**config.mk**
```make
export PLATFORM = sky130hd
export DESIGN_NAME = obuf_arbiter
export DESIGN_NICKNAME = d
export VERILOG_FILES = /design/src/rtl/obuf_arbiter.sv
export SDC_FILE = /design/constraint.sdc
export NUM_CORES = 1
export LEC_CHECK = 0
export ABC_AREA = 0
export BUFFER_PORTS_ARGS = -buffer_cell sky130_fd_sc_hd__buf_2
export CORE_UTILIZATION = 55
export CTS_BUF_LIST = sky130_fd_sc_hd__clkbuf_16
export DETAILED_ROUTE_END_ITERATION = 10
export MAX_ROUTING_LAYER = met4
export PLACE_DENSITY = 0.76
export SYNTH_ARGS = -nofsm -noshare
export SYNTH_HDL_FRONTEND = slang
export SYNTH_SLANG_ARGS = --single-unit
```
**constraint.sdc**
```tcl
create_clock -name clk -period 8.7 [get_ports clk]
set_input_delay 0 -clock clk [delete_from_list [all_inputs] [get_ports clk]]
set_output_delay 0 -clock clk [all_outputs]
set_load 0.03 [all_outputs]
```
**src/rtl/obuf_arbiter.sv**
```systemverilog
module obuf_arbiter #(
  parameter int W     = 8,
  parameter int DEPTH = 16
) (
  input  logic         clk,
  input  logic         rst_n,
  input  logic         kbd_push,
  input  logic [W-1:0] kbd_din,
  input  logic         aux_push,
  input  logic [W-1:0] aux_din,
  input  logic         host_rd,
  output logic [W-1:0] host_dout,
  input  logic         mode_we,
  input  logic [7:0]   mode_din,
  output logic [7:0]   status_bits,
  output logic [7:0]   port_bits,
  output logic         kbd_irq,
  output logic         aux_irq
);
  localparam int AW = $clog2(DEPTH);
  localparam logic [AW:0] FULLV = (AW+1)'(DEPTH);

  logic [W-1:0]      mem [2][DEPTH];
  logic [1:0][AW-1:0] wp, rp;
  logic [1:0][AW:0]   cnt;
  logic [1:0][W-1:0]  din;
  logic [1:0]         push, push_ok, pop, pend;
  logic [7:0]         mode_q;
  logic               aux_cur, any_pend;

  assign din  = {aux_din, kbd_din};
  assign push = {aux_push, kbd_push};

  assign pend     = {cnt[1] != '0, cnt[0] != '0};
  assign any_pend = |pend;
  assign aux_cur  = (pend == 2'b10);

  assign pop[1] = host_rd & aux_cur;
  assign pop[0] = host_rd & pend[0];

  always_comb
    for (int s = 0; s < 2; s++)
      push_ok[s] = push[s] & (cnt[s] != FULLV);

  always_ff @(posedge clk)
    for (int s = 0; s < 2; s++)
      if (push_ok[s]) mem[s][wp[s]] <= din[s];

  always_ff @(posedge clk) begin
    if (!rst_n) begin
      wp  <= '0;
      rp  <= '0;
      cnt <= '0;
    end else begin
      for (int s = 0; s < 2; s++) begin
        if (push_ok[s]) wp[s] <= wp[s] + 1'b1;
        if (pop[s])     rp[s] <= rp[s] + 1'b1;
        case ({push_ok[s], pop[s]})
          2'b10:   cnt[s] <= cnt[s] + 1'b1;
          2'b01:   cnt[s] <= cnt[s] - 1'b1;
          default: cnt[s] <= cnt[s];
        endcase
      end
    end
  end

  always_ff @(posedge clk) begin
    if (!rst_n)               host_dout <= '0;
    else if (pop[1])          host_dout <= mem[1][rp[1]];
    else if (pop[0])          host_dout <= mem[0][rp[0]];
  end

  always_ff @(posedge clk) begin
    if (!rst_n)       mode_q <= 8'h03;
    else if (mode_we) mode_q <= mode_din;
  end

  always_ff @(posedge clk) begin
    if (!rst_n) begin
      kbd_irq <= 1'b0;
      aux_irq <= 1'b0;
    end else begin
      kbd_irq <= pend[0] & mode_q[0] & ~mode_q[4];
      aux_irq <= aux_cur & mode_q[1];
    end
  end

  assign status_bits = {2'b00, aux_cur, 4'b0000, any_pend};
  assign port_bits   = {2'b00, aux_cur, any_pend, 4'b0000};

  AST_NO_OVERFLOW: assert property (@(posedge clk) disable iff (!rst_n)
    (cnt[0] <= FULLV) && (cnt[1] <= FULLV));
  AST_KBD_IRQ_SRC: assert property (@(posedge clk) disable iff (!rst_n)
    kbd_irq |-> $past(pend[0] && mode_q[0] && !mode_q[4]));
  AST_AUX_IRQ_SRC: assert property (@(posedge clk) disable iff (!rst_n)
    aux_irq |-> $past(pend == 2'b10 && mode_q[1]));
  AST_EMPTY_HOLD: assert property (@(posedge clk) disable iff (!rst_n)
    (host_rd && cnt[0] == '0 && cnt[1] == '0) |=> $stable(host_dout));
  AST_KBD_FIRST: assert property (@(posedge clk) disable iff (!rst_n)
    (host_rd && cnt[0] != '0 && !push[1]) |=> $stable(cnt[1]));
  AST_IRQ_EXCL: assert property (@(posedge clk) disable iff (!rst_n)
    !(kbd_irq && aux_irq));
endmodule

```
==> flow_summary_export.csv, run 1 <==
group,metric,value,unit
setup_path,cp.required,9160,ps
floorplanning,dieArea,22400,sq um
synth,synth_area,12000,sq um
global_routing,grt_pass1_wl,35900,um
synth,synth_cell_types,49,
placement,dpl.hpwl,14500,um
pwr,seq_power_share,0.461,
synth,synth_compound_area_frac,0.0313,
setup_path,cp_data_arrival_time,3920,ps
timing,finClkSkew,4.98,ps
global_routing,grt-busiest-layer,"met2",
clock_network,ctsHoldBuffers,23,
floorplanning,start_util,0.566,
global_routing,grt-ovfl-total,0,
run,cap_violations,0,
pwr,powerDensity,265,nW/um^2
global_routing,grt_usage,0.223,
drt,ant_nets,0,
clock_network,h-tree-depth,1,
floorplanning,core_area,21200,sq um
synth,synth-adder-area-share,0.0204,
pwr,finalPower,3.60,mW
synth,syn_inst,689,
timing,worst_pin_slew,1180,ps
outcome,status,"completed",
timing,fin_crit_sh,0.397,
pwr,combPwrFrac,0.201,
synth,synthSimpleGateAreaFrac,0.0576,
drt,dr_total_vias,6241,
clock_network,cts_buffers,29,
clock_network,clk_pin_slew,60,ps
synth,synthMuxAreaShare,0.144,
placement,gp_congestion,0.819,
floorplanning,die_h,150,um
final_layout,syn_to_final_growth,13.0,%
synth,synth_top_family_by_area,"multiplexers",
global_routing,use_met3,0.0357,
drt,routed_via_density,5.93,
global_routing,grt_max_degree,44,
clock_network,cts_sinks,295,
clock_network,clk_latency,530,ps
final_layout,layout.nets,805,
drt,dr.pass1.iters,5,
pwr,p_sw_frac,0.274,
timing,setup_viol,0,
timing,rsz0062_at_grt,"no",
pwr,p_int,2.61,mW
timing,final_max_slew_viol_count,0,
pwr,power_switching,0.985,mW
synth,ys_async_sr_fraction,0,
drt,dr.first_iter.drc_count,528,
synth,ys_seq_elements,295,
clock_network,root_buffer,"clkbuf_16",
pwr,p_leak,4.49,nW
floorplanning,die_x,150,um
clock_network,clockBufferDepth,3,
timing,hold_viol,0,
drt,wl_per_cell,21.9,um
synth,ys_seq_area_frac,0.705,
clock_network,ctsResizeCount,0,
clock_network,cts_tree,"yes",
setup_path,end_kind,"flip-flop",
global_routing,use_met1,0.275,
synth,yosys_warnings,0,
final_layout,antennaDiodeCount,0,
timing,relSlewSlack,0.213,
final_layout,final_area,13600,sq um
synth,synth_edf_count,256,
setup_path,worst_setup_path_start_kind,"flip-flop",
hold_path,min_path_type,"input pin to flip-flop",
drt,wirelength,23100,um
placement,placed_area,12400,sq um
timing,fin_tns_setup,0,ps
synth,synth_ff_type,"edfxtp_1",
pwr,clockPowerShare,0.339,
drt,drc,0,
global_routing,antenna_found_initial,0,
floorplanning,io_pins,56,
placement,port_buffers,38,
global_routing,grt_pass1_vias,6451,
global_routing,use_met2,0.383,
timing,fmax,290,MHz
synth,synth_xor_xnor_area_share,0.0124,
final_layout,layout-drive-gt1-share,0.242,
setup_path,crit_fanout,8,
setup_path,critical_path_class,"flip-flop to flip-flop",
timing,finalCriticalPeriod,3450,ps
pwr,ir_worst_vdd,0.000189,V
synth,syn_area_per_cell,17.4,sq um
floorplanning,fp-row-count,53,
clock_network,cts_setup_buffers,0,
cell usage after synthesis (8+ instances only):
library cell / instances / area, sq um
clkbuf_1: 14 / 52.6
nor2b_1: 10 / 62.6
dfxtp_1: 39 / 781
inv_1: 15 / 56.3
nand2_1: 40 / 150
nor2_1: 58 / 218
buf_4: 21 / 158
xor2_1: 11 / 96.3
a21oi_1: 15 / 75.1
ha_1: 18 / 225
mux4_2: 64 / 1440
o22ai_1: 8 / 50.1
mux2i_1: 9 / 90.1
buf_2: 10 / 50.1
mux2_2: 18 / 203
edfxtp_1: 256 / 7690
nor3_1: 11 / 55.1
flip-flops by register name, summed over array words and instances, names as in the netlist:
name       count
kbd_irq        1
host_dout      8
aux_irq        1
mode_q         3
cnt           10
wp             8
rp             8
mem          256
kinds of logic after synthesis:
family                     after synthesis
DFF                                    295
and+or+nand+nor                        148
muxes                                   91
buffers and inverters                   65
AOI/OAI and AO/OA                       53
adders and majority gates               19
xor gates and xnor gates                17
other                                    1
power by group through the flow:
stage | Combinational (mW) | Clock [mW] | Sequential [mW]
global route | 0.779 | 1.28 | 1.66
global placement | 0.686 | 0 | 1.68
detailed placement | 0.711 | 0 | 1.69
CTS | 0.726 | 1.23 | 1.66
floorplan | 0.559 | 0 | 1.69
finish | 0.721 | 1.22 | 1.66
routing by layer:
layer	vias up	wire length [um]
met3	53	1300
met5	-	0
met2	226	12100
met4	0	545
li1	2802	-
met1	3160	9140
worst paths after layout:
check / start / cells after the start / end / slack, ps
max: cnt[0] / 8 / cnt[8] / 5250
min: kbd_push / 4 / wp[0] / 40
min reg2reg: mode_q[4] / 1 / kbd_irq / 430
max reg2reg: cnt[0] / 8 / cnt[8] / 5250
stage by stage:
stage                     setup slack, ps   util  hold WS (ps)  cells
after floorplan                      5620      -          61.9    700
after global routing                 5040  0.639          69.1   1053
final                                5250  0.639          35.7   1053
after detailed placement             5280  0.584           239    977
after CTS                            5250  0.639          27.0   1053
after global placement               5370  0.584           213    977
placed cells by master (no fill, tap or decap), types with 11 or more instances in the layout:
cell	netlist	final
a21oi_1	15	15
buf_2	10	38
buf_4	21	13
clkbuf_16	0	29
conb_1	1	12
dfxtp_1	39	37
dlygate4sd3_1	0	23
edfxtp_1	256	256
ha_1	18	18
inv_1	15	18
mux2_2	18	18
mux4_2	64	64
nand2_1	40	40
nor2_1	58	58
nor3_1	11	11
xor2_1	11	11
worst max-delay path, stage by stage, from the launching register on:
cell and delay (ps):
dfxtp_1 350, or4_4 590, a2111oi_4 660, ha_1 450
or3b_2 480, a21boi_0 220, nor3_1 60, or3b_2 430
a21oi_1 140
cell type report:
type | count | area, sq um
multi-input cells | 340 | 3240
repair buffers | 74 | 518
flip-flops and latches | 295 | 8470
inverters | 16 | 60.1
clock inverters | 24 | 208
fillers | 1456 | 7650
well taps | 275 | 344
clock buffers | 29 | 726
(Power assumes the default switching activity.)
==> inputs of run 2 (changes only) <==
--- a/config.mk
+++ b/config.mk
@@ -11,7 +11,7 @@
 export CTS_BUF_LIST = sky130_fd_sc_hd__clkbuf_16
 export DETAILED_ROUTE_END_ITERATION = 10
 export MAX_ROUTING_LAYER = met4
-export PLACE_DENSITY = 0.76
+export PLACE_DENSITY = 0.78
 export SYNTH_ARGS = -nofsm -noshare
 export SYNTH_HDL_FRONTEND = slang
 export SYNTH_SLANG_ARGS = --single-unit
==> constraint.sdc (replaced) <==
create_clock -name clk -period 2.91 [get_ports clk]
set_input_delay 0 -clock clk [delete_from_list [all_inputs] [get_ports clk]]
set_output_delay 0 -clock clk [all_outputs]
set_load 0.03 [all_outputs]
==> run 2 against run 1 <==
Net effect:
- first-iteration DRC count is 12% higher
- via count is 3.0% higher
- register-to-register slack worse by 5200 ps
- setup slack got worse by 5200 ps
- largest cell class unchanged
==> flow_summary_export.csv, run 2 (synthesis gave the netlist of run 1 again) <==
group,metric,value,unit
final_layout,n_fill_cell,1403,
final_layout,ff_latch_area,8470,sq um
floorplanning,io_pins,56,
global_routing,grt-ovfl-total,0,
global_routing,antenna_found_initial,0,
setup_path,crit_buf_inv,0,
setup_path,r2r_start,"cnt[1]",
floorplanning,fp-row-count,53,
floorplanning,core_area,21200,sq um
final_layout,layout_commonest_cell,"edfxtp_1",
drt,dr_total_vias,6428,
setup_path,cp.required,3370,ps
outcome,status,"completed",
pwr,p_leak,4.66,nW
timing,relSlewSlack,0.371,
timing,worst_slack,30.0,ps
drt,wl_per_cell,22.4,um
hold_path,hold_depth,5,
timing,finalCriticalPeriod,2880,ps
clock_network,clk_latency,540,ps
drt,wirelength,24300,um
setup_path,r2r-end,"cnt[8]",
final_layout,syn_to_final_growth,15.1,%
setup_path,critPathCapture,"cnt[8]",
global_routing,grt_pass1_wl,37400,um
setup_path,cp_data_arrival_time,3340,ps
timing,worst_pin_slew,942,ps
setup_path,end_kind,"flip-flop",
pwr,ir_worst_vdd,0.000510,V
timing,rsz0062_at_grt,"yes",
clock_network,cts_tree,"yes",
timing,fin_crit_sh,0.990,
drt,drc,0,
final_layout,multi_input_area,3310,sq um
setup_path,crit_family,"simple AND/OR/NAND/NOR gates",
floorplanning,die_x,150,um
setup_path,crit_fanout,6,
timing,final_max_slew_viol_count,0,
placement,dpl.hpwl,15500,um
pwr,powerDensity,773,nW/um^2
placement,port_buffers,38,
setup_path,critical_path_class,"flip-flop to flip-flop",
setup_path,path_cells,"or4_4 > a2111oi_4 > ha_4 > or3b_2 > a21boi_2 > nor3_1 > or3b_4 > a21oi_2",
clock_network,cts_sinks,295,
global_routing,grt_pass1_vias,6587,
setup_path,worst_setup_path_start_kind,"flip-flop",
hold_path,min_path_type,"input pin to flip-flop",
clock_network,root_buffer,"clkbuf_16",
setup_path,worstSetupStartpoint,"cnt[1]",
clock_network,clockBufferDepth,3,
final_layout,largest_register_ffs,256,
timing,setup_viol,0,
drt,ant_nets,0,
setup_path,r2r_slack,30,ps
clock_network,h-tree-depth,1,
timing,hold_viol,0,
setup_path,critical-path-slowest-cell,"or4_4",
timing,fmax,347,MHz
clock_network,clk_pin_slew,60,ps
timing,finClkSkew,13.0,ps
floorplanning,start_util,0.566,
drt,dr.pass1.iters,5,
floorplanning,dieArea,22400,sq um
setup_path,cp.depth,8,
global_routing,grt_usage,0.232,
setup_path,max_stage_delay,570,ps
placement,dp_slack,7.87,ps
final_layout,finish.utilization,0.651,
drt,dr.first_iter.drc_count,593,
final_layout,layout-drive-gt1-share,0.273,
setup_path,rr_worst_depth,8,
final_layout,antennaDiodeCount,0,
floorplanning,die_h,150,um
global_routing,grt_max_degree,29,
placement,gp_congestion,0.868,
final_layout,layout.nets,837,
run,cap_violations,0,
clock_network,cts_buffers,29,
final_layout,layout_common_cells,"256 x edfxtp_1, 64 x mux4_2, 58 x nor2_1",
drt,routed_via_density,5.93,
-- run 2: worst min-delay path by stage --
| stage | slack [ps] | startpoint | endpoint |
|---|---|---|---|
| floorplan | 60 | rst_n | mode_q[0] |
| global placement | 210 | mode_din[1] | mode_q[1] |
| detailed placement | 230 | mode_din[0] | mode_q[0] |
| CTS | 40 | kbd_push | wp[0] |
| global route | 90 | kbd_push | wp[0] |
| finish | 60 | kbd_push | wp[0] |
-- run 2: metrics by stage --
stage,power [mW],instances,area (sq um),TNS (ps),hold WS [ps]
2_1_floorplan,6.72,700,12100,0,61.9
3_3_place_gp,7.13,1001,12600,0,212
3_5_place_dp,7.25,1001,12600,0,234
4_1_cts,10.6,1079,13700,0,41.0
5_1_grt,11.1,1084,13800,-79.4,90.4
6_report,10.7,1084,13800,0,61.6
-- run 2: cell type report --
cell class              instances  share of cell area
clock buffers                  29              0.0525
clock inverters                23             0.00897
inverters                      16             0.00435
multi-input cells             340               0.240
flip-flops and latches        295               0.613
well taps                     275              0.0249
repair buffers                106              0.0563
-- run 2: power by group --
group,total (mW),internal (mW),switching [mW]
Sequential,5.04,4.80,0.243
Clock,3.35,1.88,1.47
Combinational,2.29,1.06,1.23
Total,10.7,7.74,2.94
-- run 2: metal layers --
layer  routed length, um  track usage  up-vias  share of wire
li1                    -            -     2854              -
met5                   0            -        -              0
met1                9710        0.287     3292           0.40
met3                1120       0.0311       65          0.046
met4                 829       0.0702        0          0.034
met2               12600        0.399      217           0.52
-- run 2: what timing repair did --
| action | 4_1_cts | 5_1_grt |
|---|---|---|
| setup buffers | 0 | 3 |
| hold buffers | 26 | 0 |
| gates resized for setup | 1 | 14 |
| endpoints found under the hold margin | 263 | 0 |
| endpoints found under the setup margin | 2 | 3 |
| pin swaps | 1 | 5 |
-- run 2: worst register-to-register path, delay by kind of cell, from the launching register on --
family,cells,cell delay (ps)
compound gates,3,700
simple gates,4,1510
flops,1,360
fa+ha+maj,1,250
==> inputs of run 3 (changes only) <==
==> constraint.sdc (replaced) <==
create_clock -name clk -period 2.91 [get_ports clk]
set_input_delay 0.582 -clock clk [delete_from_list [all_inputs] [get_ports clk]]
set_output_delay 0.582 -clock clk [all_outputs]
set_load 0.03 [all_outputs]
==> run 3 against run 2 <==
Net effect:
- clock power up 5%
- register-to-register slack about the same
- global-route usage down 0.28 points
- routed wire length down 1.1%
- highest routed layer unchanged
- setup slack better by 1.0 ps
- via count about the same
- die area unchanged
==> flow_summary_export.csv, run 3 (synthesis gave the netlist of run 1 again) <==
group,metric,value,unit
timing,setup_viol,0,
floorplanning,start_util,0.566,
timing,fmax,347,MHz
floorplanning,fp-row-count,53,
setup_path,crit_fanout,5,
setup_path,crit_family,"compound AO/OA/AOI/OAI gates",
hold_path,hold_depth,2,
final_layout,layout_common_cells,"256 x edfxtp_1, 64 x mux4_2, 57 x nor2_1",
clock_network,cts_buffers,29,
floorplanning,dieArea,22400,sq um
final_layout,finish.utilization,0.643,
setup_path,max_stage_delay,570,ps
hold_path,holdPathEnd,"mode_q[0]",
final_layout,layout_commonest_cell,"edfxtp_1",
floorplanning,core_area,21200,sq um
global_routing,antenna_found_initial,0,
hold_path,min_path_type,"input pin to flip-flop",
setup_path,worst_setup_path_start_kind,"flip-flop",
global_routing,grt_max_degree,29,
pwr,combPwrFrac,0.208,
setup_path,end_kind,"flip-flop",
pwr,seq_power_share,0.466,
run,cap_violations,0,
final_layout,layout-drive-gt1-share,0.298,
timing,finalCriticalPeriod,2880,ps
pwr,powerDensity,792,nW/um^2
setup_path,path_cells,"or4_4 > a2111oi_4 > ha_4 > xor2_2 > ha_2 > a211o_1 > a21oi_2 > a221oi_2 > or3_1 > a21oi_1",
global_routing,grt_usage,0.229,
clock_network,cts_sinks,295,
pwr,p_leak,4.59,nW
timing,hold_viol,0,
drt,dr_total_vias,6432,
hold_path,min-delay-start,"rst_n",
setup_path,critical_path_class,"flip-flop to flip-flop",
final_layout,layout.nets,816,
timing,final_max_slew_viol_count,0,
setup_path,rr_worst_depth,10,
setup_path,cp_data_arrival_time,3340,ps
setup_path,critical-path-slowest-cell,"or4_4",
timing,finClkSkew,14.4,ps
clock_network,clk_latency,540,ps
placement,port_buffers,38,
clock_network,ctsHoldBuffers,0,
timing,worst_pin_slew,950,ps
pwr,power_switching,2.98,mW
clock_network,root_buffer,"clkbuf_16",
pwr,p_int,7.82,mW
final_layout,antennaDiodeCount,0,
pwr,ir_worst_vdd,0.000651,V
clock_network,cts_tree,"yes",
setup_path,r2r_slack,30,ps
timing,fin_crit_sh,0.989,
pwr,p_sw_frac,0.276,
clock_network,h-tree-depth,1,
floorplanning,die_h,150,um
setup_path,crit_buf_inv,0,
drt,routed_via_density,6.05,
timing,relSlewSlack,0.366,
final_layout,syn_to_final_growth,13.6,%
setup_path,r2r-end,"cnt[9]",
global_routing,grt_pass1_wl,36800,um
timing,rsz0062_at_grt,"yes",
clock_network,clockBufferDepth,3,
placement,dpl.hpwl,15400,um
drt,ant_nets,0,
drt,wirelength,24000,um
placement,gp_congestion,0.898,
floorplanning,io_pins,56,
final_layout,largest_register_ffs,256,
clock_network,clk_pin_slew,60,ps
pwr,finalPower,10.8,mW
pwr,clockPowerShare,0.326,
drt,wl_per_cell,22.6,um
floorplanning,die_x,150,um
setup_path,r2r_start,"cnt[0]",
drt,dr.first_iter.drc_count,557,
drt,drc,0,
global_routing,grt-ovfl-total,0,
outcome,status,"completed",
drt,dr.pass1.iters,5,
global_routing,grt_pass1_vias,6649,
setup_path,cp.required,3380,ps
run 3: cell count changes in the layout (fill, tap and decap cells not counted), moves of 2 or more:
cell,before,now
dlygate4sd3_1,26,0
buf_4,40,46
inv_1,25,20
clkinv_1,6,3
clkinv_2,5,8
clkinvlp_4,0,3
ha_1,14,16
ha_2,3,1
run 3: routing by layer:
metal  global-route usage  up-vias  part of all wire
met2                0.392      234              0.53
met5                    -        -                 0
met4               0.0848        0             0.033
met3               0.0308       60             0.052
met1                0.279     3332              0.39
li1                     -     2806                 -
run 3: through the flow:
stage	setup TNS [ps]	setup WS, ps	cell area (sq um)	std cells	hold WS, ps
6_report	0	31.1	13600	1064	273
5_1_grt	-71.3	-58.5	13600	1064	272
4_1_cts	0	0.220	13600	1059	256
3_5_place_dp	0	13.1	12600	1006	416
3_3_place_gp	0	144	12600	1006	407
2_1_floorplan	0	28.5	12100	700	397
run 3: how the worst max path moves through the flow:
stage | from | to | slack (ps) | cells past startpoint
final | cnt[0] | cnt[9] | 30 | 10
after global routing | cnt[0] | cnt[9] | -60 | 10
after CTS | cnt[0] | cnt[9] | 0.2 | 10
after detailed placement | cnt[0] | cnt[9] | 10 | 10
after global placement | cnt[0] | cnt[8] | 140 | 8
after floorplan | cnt[0] | cnt[8] | 30 | 8
run 3: area by class of cell:
class / instances / area, sq um
inverters: 16 / 60.1
well taps: 275 / 344
repair buffers: 85 / 556
flip-flops and latches: 295 / 8480
clock buffers: 29 / 726
clock inverters: 24 / 179
multi-input cells: 340 / 3300
fillers: 1391 / 7580
run 3: power groups by stage:
stage                     logic (mW)  clock network [mW]  registers, mW
after floorplan                 1.67                   0           5.05
after global placement          2.05                   0           5.09
after detailed placement        2.14                   0           5.12
after CTS                       2.17                3.58           5.03
after global routing            2.41                3.74           5.06
final                           2.25                3.52           5.03
run 3: what timing repair did:
action,CTS,global route
pin swaps,1,3
endpoints found under the hold margin,0,0
resized for setup,1,14
buffers inserted,0,5
setup endpoints to repair,1,3
